--- src/rtl/tlb_rand_pkg.sv ---
package tlb_rand_pkg;
  localparam int          LFSR_W    = 32;
  localparam logic [31:0] LFSR_TAPS = 32'hD000_0001;
  localparam logic [31:0] LFSR_SEED = 32'h0000_0001;

  typedef enum logic [0:0] {ST_IDLE, ST_DRAW} draw_st_e;

  function automatic logic [LFSR_W-1:0] lfsr_next(input logic [LFSR_W-1:0] s);
    return (s >> 1) ^ (s[0] ? LFSR_TAPS : '0);
  endfunction
endpackage

--- src/rtl/tlb_lfsr.sv ---
module tlb_lfsr
  import tlb_rand_pkg::*;
(
  input  logic              clk,
  input  logic              rst_n,
  input  logic              step_en,
  output logic [LFSR_W-1:0] state_o,
  output logic [LFSR_W-1:0] next_o
);
  logic [LFSR_W-1:0] state_q;

  assign next_o  = lfsr_next(state_q);
  assign state_o = state_q;

  always_ff @(posedge clk) begin
    if (!rst_n)       state_q <= LFSR_SEED;
    else if (step_en) state_q <= next_o;
  end
endmodule

--- src/rtl/tlb_mod_unit.sv ---
// Remainder unit: processes STEP_BITS dividend bits per cycle, MSB first.
module tlb_mod_unit #(
  parameter int DW        = 32,
  parameter int DVW       = 5,
  parameter int STEP_BITS = 4
) (
  input  logic           clk,
  input  logic           rst_n,
  input  logic           start,
  input  logic [DW-1:0]  dividend,
  input  logic [DVW-1:0] divisor,
  output logic           done,
  output logic [DVW-1:0] rem
);
  localparam int STEPS = DW / STEP_BITS;
  localparam int CW    = (STEPS > 1) ? $clog2(STEPS) : 1;

  logic [DW-1:0]  dvd_q;
  logic [DVW-1:0] div_q;
  logic [DVW-1:0] rem_q;
  logic [CW-1:0]  cnt_q;
  logic           busy_q;
  logic           done_q;

  logic [DVW-1:0] chain [0:STEP_BITS];
  assign chain[0] = rem_q;

  for (genvar g = 0; g < STEP_BITS; g++) begin : g_bit
    logic [DVW:0] sh;
    logic [DVW:0] dif;
    assign sh  = {chain[g], dvd_q[DW-1-g]};
    assign dif = sh - {1'b0, div_q};
    assign chain[g+1] = (sh >= {1'b0, div_q}) ? dif[DVW-1:0] : sh[DVW-1:0];
  end

  always_ff @(posedge clk) begin
    if (!rst_n) begin
      dvd_q  <= '0;
      div_q  <= '0;
      rem_q  <= '0;
      cnt_q  <= '0;
      busy_q <= 1'b0;
      done_q <= 1'b0;
    end else begin
      done_q <= 1'b0;
      if (start) begin
        dvd_q  <= dividend;
        div_q  <= divisor;
        rem_q  <= '0;
        cnt_q  <= '0;
        busy_q <= 1'b1;
      end else if (busy_q) begin
        rem_q <= chain[STEP_BITS];
        dvd_q <= dvd_q << STEP_BITS;
        cnt_q <= cnt_q + 1'b1;
        if (cnt_q == CW'(STEPS-1)) begin
          busy_q <= 1'b0;
          done_q <= 1'b1;
        end
      end
    end
  end

  assign done = done_q;
  assign rem  = rem_q;
endmodule

--- src/rtl/tlb_rand_idx.sv ---
module tlb_rand_idx
  import tlb_rand_pkg::*;
#(
  parameter int ENTRIES   = 16,
  parameter int STEP_BITS = 4,
  localparam int IW = $clog2(ENTRIES),
  localparam int WW = IW + 1
) (
  input  logic          clk,
  input  logic          rst_n,
  input  logic          req_valid,
  output logic          req_ready,
  input  logic [WW-1:0] wired,
  output logic          out_valid,
  output logic [IW-1:0] out_idx
);
  localparam int DVW = IW + 1;
  localparam logic [IW-1:0] TOP_IDX = IW'(ENTRIES-1);

  draw_st_e        state_q;
  logic [WW-1:0]   wired_q;
  logic [IW-1:0]   prev_q;
  logic            out_valid_q;
  logic [IW-1:0]   out_idx_q;

  logic              accept, sat_in, repeat_hit, draw_go;
  logic [LFSR_W-1:0] lfsr_state, lfsr_nxt;
  logic              mod_done;
  logic [DVW-1:0]    mod_rem, divisor, wired_src, cand_full;
  logic [IW-1:0]     cand;

  assign req_ready  = (state_q == ST_IDLE) && !out_valid_q;
  assign accept     = req_valid && req_ready;
  assign sat_in     = wired >= WW'(ENTRIES-1);
  assign wired_src  = accept ? wired : wired_q;
  assign divisor    = DVW'(ENTRIES) - wired_src;
  assign cand_full  = mod_rem + wired_q;
  assign cand       = cand_full[IW-1:0];
  assign repeat_hit = (state_q == ST_DRAW) && mod_done && (cand == prev_q);
  assign draw_go    = (accept && !sat_in) || repeat_hit;

  tlb_lfsr u_lfsr (
    .clk     (clk),
    .rst_n   (rst_n),
    .step_en (draw_go),
    .state_o (lfsr_state),
    .next_o  (lfsr_nxt)
  );

  tlb_mod_unit #(
    .DW        (LFSR_W),
    .DVW       (DVW),
    .STEP_BITS (STEP_BITS)
  ) u_mod (
    .clk      (clk),
    .rst_n    (rst_n),
    .start    (draw_go),
    .dividend (lfsr_nxt),
    .divisor  (divisor),
    .done     (mod_done),
    .rem      (mod_rem)
  );

  always_ff @(posedge clk) begin
    if (!rst_n) begin
      state_q     <= ST_IDLE;
      wired_q     <= '0;
      prev_q      <= '0;
      out_valid_q <= 1'b0;
      out_idx_q   <= '0;
    end else begin
      out_valid_q <= 1'b0;
      case (state_q)
        ST_IDLE: if (accept) begin
          wired_q <= wired;
          if (sat_in) begin
            out_valid_q <= 1'b1;
            out_idx_q   <= TOP_IDX;
            prev_q      <= TOP_IDX;
          end else begin
            state_q <= ST_DRAW;
          end
        end
        ST_DRAW: if (mod_done && !repeat_hit) begin
          out_valid_q <= 1'b1;
          out_idx_q   <= cand;
          prev_q      <= cand;
          state_q     <= ST_IDLE;
        end
        default: state_q <= ST_IDLE;
      endcase
    end
  end

  assign out_valid = out_valid_q;
  assign out_idx   = out_idx_q;
endmodule

--- config.mk ---
export PLATFORM = sky130hd
export DESIGN_NAME = tlb_rand_idx
export DESIGN_NICKNAME = d
export VERILOG_FILES = /design/src/rtl/tlb_rand_pkg.sv /design/src/rtl/tlb_lfsr.sv /design/src/rtl/tlb_mod_unit.sv /design/src/rtl/tlb_rand_idx.sv
export SDC_FILE = /design/constraint.sdc
export NUM_CORES = 1
export LEC_CHECK = 0
export BUFFER_PORTS_ARGS = -buffer_cell sky130_fd_sc_hd__buf_2
export CAP_MARGIN = 0
export CORE_ASPECT_RATIO = 1.4
export CORE_UTILIZATION = 29
export CTS_CLUSTER_DIAMETER = 100
export DETAILED_ROUTE_END_ITERATION = 12
export HOLD_SLACK_MARGIN = 0.1
export SYNTH_ARGS = -nofsm -noshare
export SYNTH_HDL_FRONTEND = slang
export SYNTH_HIERARCHICAL = 1
export SYNTH_SLANG_ARGS = --single-unit
--- constraint.sdc ---
create_clock -name clk -period 8.24 [get_ports clk]
set_input_delay 0.412 -clock clk [delete_from_list [all_inputs] [get_ports clk]]
set_output_delay 0.412 -clock clk [all_outputs]
set_load 0.01 [all_outputs]
**Word level (Yosys, flattened, before mapping)**

Index checks and enable logic that the tools add are counted.

- Reductions and logical operators: 14
- $mul: 0
- Shifts and indexed selects: 0
- Equal/unequal tests: 5
- Divide/modulo/power cells: 0
- Add/subtract/negate cells: 7
- $lt $le $gt $ge: 5
- Bitwise logic cells: 4
- Mux-type cells: 24

Operators by type and width:

| cell | number |
|---|---|
| $mux 32 | 3 |
| $xor 31x32->32 | 1 |
| $mux 5 | 5 |
| $ge 6x5->1 | 4 |
| $sub 5x5->5 | 4 |
| $mux 4 | 3 |
| $mux 1 | 10 |
| $pmux 4 s2 | 1 |
| $logic_and 1x1->1 | 6 |
| $ge 5x4->1 const B | 1 |
| $sub 5x5->5 const A | 1 |
| $add 4x4->4 | 1 |
| $eq 4x4->1 | 1 |
| $ne 2x2->1 const B | 2 |
| $pmux 1 s2 | 2 |
| $add 3x1->3 const B | 1 |
| $eq 3x3->1 const B | 1 |
| $logic_not 1->1 | 3 |
| $not 1->1 | 3 |
| $reduce_and 3->1 | 1 |
| $reduce_or 3->1 | 1 |
| $ne 2x1->1 const B | 1 |
| $reduce_bool 2->1 | 1 |
| $reduce_or 2->1 | 1 |
| $logic_or 1x1->1 | 1 |

- Bits in writable memories: 0
- Memory bits (read-only): 0
- Output and inout bits: 6
- Bits in latches: 0
- Register bits after elaboration: 90
- Memories: 0

**Depth between registers and ports, before layout**

- Depth after elaboration: 8
- Mapped depth: 32
- Gate-level depth less buffers: 30

**By module**

The synthesis kept the hierarchy.

Modules (own cells, without submodules):

| module | instances | cells an instance | area each (um2) |
|---|---|---|---|
| tlb_mod_unit | 1 | 349 | 3106.7 |
| tlb_lfsr | 1 | 139 | 1487.7 |
| tlb_rand_idx | 1 | 71 | 713.2 |

**Worst setup path before layout**

No wires, ideal clock.

- Path type: reg2reg
- Start point: register u_mod.div_q[1]
- End point: register u_mod.rem_q[2], in the netlist u_mod/rem[2]
- Data required time: 8.178 ns
- Stages on the path, launching flop included: 31
- Arrival time: 6.990 ns
- Period minus slack after synthesis: 7.053 ns
- Library setup time: 0.062 ns
- Path slack: 1.187 ns
- Cells stage by stage: dfxtp_1 -> inv_1 -> fa_1 -> a21oi_2 -> o22ai_2 -> or3_1 -> buf_6 -> mux2_2 -> inv_1 -> ha_1 -> a41o_1 -> o22a_1 -> a211oi_4 -> mux2_2 -> fa_1 -> nand2b_1 -> a21oi_1 -> o22a_1 -> a211oi_1 -> mux2i_1 -> mux2i_1 -> fa_1 -> a21o_1 -> a21o_1 -> a21o_1 -> a21oi_1 -> o41ai_1 -> a221o_1 -> buf_6 -> a2111o_1 -> nand3_1

- Longest elaborated chain between the ends: 8
- Elaborated cells on any way between the ends: 12
- Those cells by class: add/sub: 4; order compare: 4; mux: 4

RTL lines:

| element | line | source |
|---|---|---|
| from (decl) | tlb_mod_unit.sv:19 | `logic [DVW-1:0] div_q;` |
| from (signal assigned) | tlb_mod_unit.sv:48 | `div_q <= divisor;` |
| $sub 5x5->5 or $ge 6x5->1 (tied branches) | tlb_mod_unit.sv:32, tlb_mod_unit.sv:33 |  |
| $mux 5 | tlb_mod_unit.sv:33 | `assign chain[g+1] = (sh >= {1'b0, div_q}) ? dif[DVW-1:0] : sh[DVW-1:0];` |
| $sub 5x5->5 or $ge 6x5->1 (tied branches) | tlb_mod_unit.sv:32, tlb_mod_unit.sv:33 |  |
| $mux 5 | tlb_mod_unit.sv:33 |  |
| $sub 5x5->5 or $ge 6x5->1 (tied branches) | tlb_mod_unit.sv:32, tlb_mod_unit.sv:33 |  |
| $mux 5 | tlb_mod_unit.sv:33 |  |
| $ge 6x5->1 or $sub 5x5->5 (tied branches) | tlb_mod_unit.sv:33, tlb_mod_unit.sv:32 |  |
| $mux 5 * | tlb_mod_unit.sv:33 |  |
| to (signal assigned) | tlb_mod_unit.sv:53 | `rem_q <= chain[STEP_BITS];` |
| to (decl) | tlb_mod_unit.sv:20 | `logic [DVW-1:0] rem_q;` |

Mark *: on every way between the ends. The rest lies on a longest branch, timed or not.
A chain may end at the register's enable or synchronous reset.

**Final worst setup path**

- Start point: register u_mod.div_q[1]
- End point: register u_mod.rem_q[3], in the netlist u_mod/rem[3]

Same word-level chain as after synthesis.

==> results.ini <==
[status]
status=completed

[clock_network]
root_buffer=clkbuf_16
clk_pin_slew_ns=0.06
cts_resized=0
cts_tree=built
cts_setup_buffers=0
cts-htree-levels=3
clk_path_buf_depth=2
numCtsBuffers=9
cts_sinks=90
hold_buffers=0
clkLatencyLatePin_ns=0.34

[sta]
fin_skew_ns=0.004556
fin_crit_ns=7.651
tightest_slew_ns=1.032
hold_viol_final=0
finalSetupTns_ns=0
fmax_mhz=130.7
rsz0062_at_grt=false
slew_headroom_pct=31.23
final_max_slew_viol_count=0
layout_setup_ws_ns=0.5893
setup_viol=0
min_period_over_period_pct=92.85
hold_slack_ns=0.4161

[layout]
fin_cells=761
design_area_um2=5564
fillers=1789
final_util_pct=32.81
final_layout_size_suffix_gt1_share_pct=9.452
final_cell_mix=89 x dfxtp_1, 75 x mux2i_1, 45 x nor2b_1, 35 x nand2_1, 33 x o21ai_0
layout_commonest_cell=dfxtp_1
diodes=0
final_nets=563
areaGrowthSynthToFinish_pct=9.478

[power]
swShare_pct=38.87
clkPwrFrac_pct=20.9
switching_power_mw=0.7604
p_leak_nw=2.067
power.density_nw_per_um2=351.6
combPwrFrac_pct=55.1
sequentialPowerShare_pct=24.0
internal_power_mw=1.196
irDropWorstVdd_mv=0.1825
power.total_mw=1.956

[floorplanning]
die_h_um=158.6
die-area_um2=18070
fp-row-count=56
io_pins=14
initial_utilization_pct=29.97
die_w_um=113.9
core_region_area_um2=16960

[setup_path]
r2r_end=u_mod/rem[3]$_SDFFE_PP0P_
cp_slowest_cell=fa_1
reg2reg_from=u_mod/div_q[1]$_SDFFE_PN0P_
crit_required_ns=8.48
path_buf_inv=3
rr_worst_depth=29
startpoint_type=flop
cp_max_fo=8
endpoint_kind=flop
r2r_setup_slack_ns=0.59
crit_family=compound AO/OA/AOI/OAI gates
arrival_ns=7.89
critPathKind=reg2reg
slowest_delay_ns=0.50

[place]
place_area_um2=5269
dp_cells=745
dpl_worst_slack_ns=0.7150
gp_routability_congestion=0.8702
port-buffer-count=13
dpl.hpwl_um=6890

[routing]
drt_iter0_markers=180
totalWireLength_um=9940
antenna_left=0
drcViolationCount=0
vias=3487
dr.pass1.iters=4
wl_per_cell_um=13.06
avgViaCountPerCell=4.582

[hold_path]
worst_hold_path.num_cells=3
hp-start=wired[4]
hold_end=wired_q[4]$_SDFFE_PN0N_
hold_class=in2reg

[global_route]
grt_pass1_vias=3448
grt_max_degree=103
grt_pass1_wl_um=16530
grtUsageTotal_pct=11.65
antenna_found_initial=0
grt-ovfl-total=0

[synthesis]
ys_warn_count=6
syn_area_per_cell_um2=9.608
syn-cell-area_um2=5082
synthCells=529
syn-num-nets=568

[flow_run]
drv_cap=0

==> worst max-delay path by stage <==
stage	endpoint	cells after the start	startpoint	slack [ns]
2_1_floorplan	u_mod/rem[2]$_SDFFE_PP0P_	30	u_mod/div_q[1]$_SDFFE_PN0P_	1.19
3_3_place_gp	u_mod/rem[2]$_SDFFE_PP0P_	29	u_mod/div_q[1]$_SDFFE_PN0P_	0.87
3_5_place_dp	u_mod/rem[3]$_SDFFE_PP0P_	29	u_mod/div_q[1]$_SDFFE_PN0P_	0.72
4_1_cts	u_mod/rem[3]$_SDFFE_PP0P_	29	u_mod/div_q[1]$_SDFFE_PN0P_	0.61
5_1_grt	u_mod/rem[3]$_SDFFE_PP0P_	29	u_mod/div_q[1]$_SDFFE_PN0P_	0.22
6_report	u_mod/rem[3]$_SDFFE_PP0P_	29	u_mod/div_q[1]$_SDFFE_PN0P_	0.59
==> state kept, by name, indices dropped and copies added, names as in the netlist <==
register	count
u_lfsr/state_o	32
u_mod/dvd_q	32
u_mod/div_q	5
u_mod/rem	5
wired_q	5
out_idx	4
u_mod/cnt_q	3
out_valid	1
state_q	1
u_mod/busy_q	1
u_mod/done	1
==> power groups by stage <==
stage	Clock [mW]	Combinational [mW]	Sequential, mW
2_1_floorplan	0	0.922	0.472
3_3_place_gp	0	1.04	0.479
5_1_grt	0.445	1.16	0.471
4_1_cts	0.424	1.07	0.469
6_report	0.409	1.08	0.469
3_5_place_dp	0	1.06	0.479
==> layer usage <==
layer / vias up / global-route usage (%) / part of all wire, %
met5: - / 0 / 0
met4: 0 / 5.566 / 2.3
met3: 18 / 2.246 / 2.0
met2: 33 / 20.38 / 51
met1: 1620 / 13.65 / 45
li1: 1816 / - / -
==> worst reg2reg max path, delay by kind of cell, from the launching register on <==
kind | cells | cell delay [ns]
flip-flops | 1 | 0.43
multiplexers | 5 | 1.47
AND/OR/NAND/NOR | 2 | 0.63
adder cells (fa/ha/maj) | 4 | 1.47
buffers and inverters | 3 | 0.46
AO/OA/AOI/OAI | 15 | 3.09
==> cell type report <==
type                    count  area, um^2  area share, %
inverters                  20       75.07          1.349
multi-input cells         386        3005          54.01
clock inverters             5       62.56          1.124
clock buffers              11       232.7          4.183
repair buffers             17       95.09          1.709
flip-flops and latches     90        1803          32.40
well taps                 232       290.3          5.217
No activity file was read; power rests on OpenSTA's default activity.
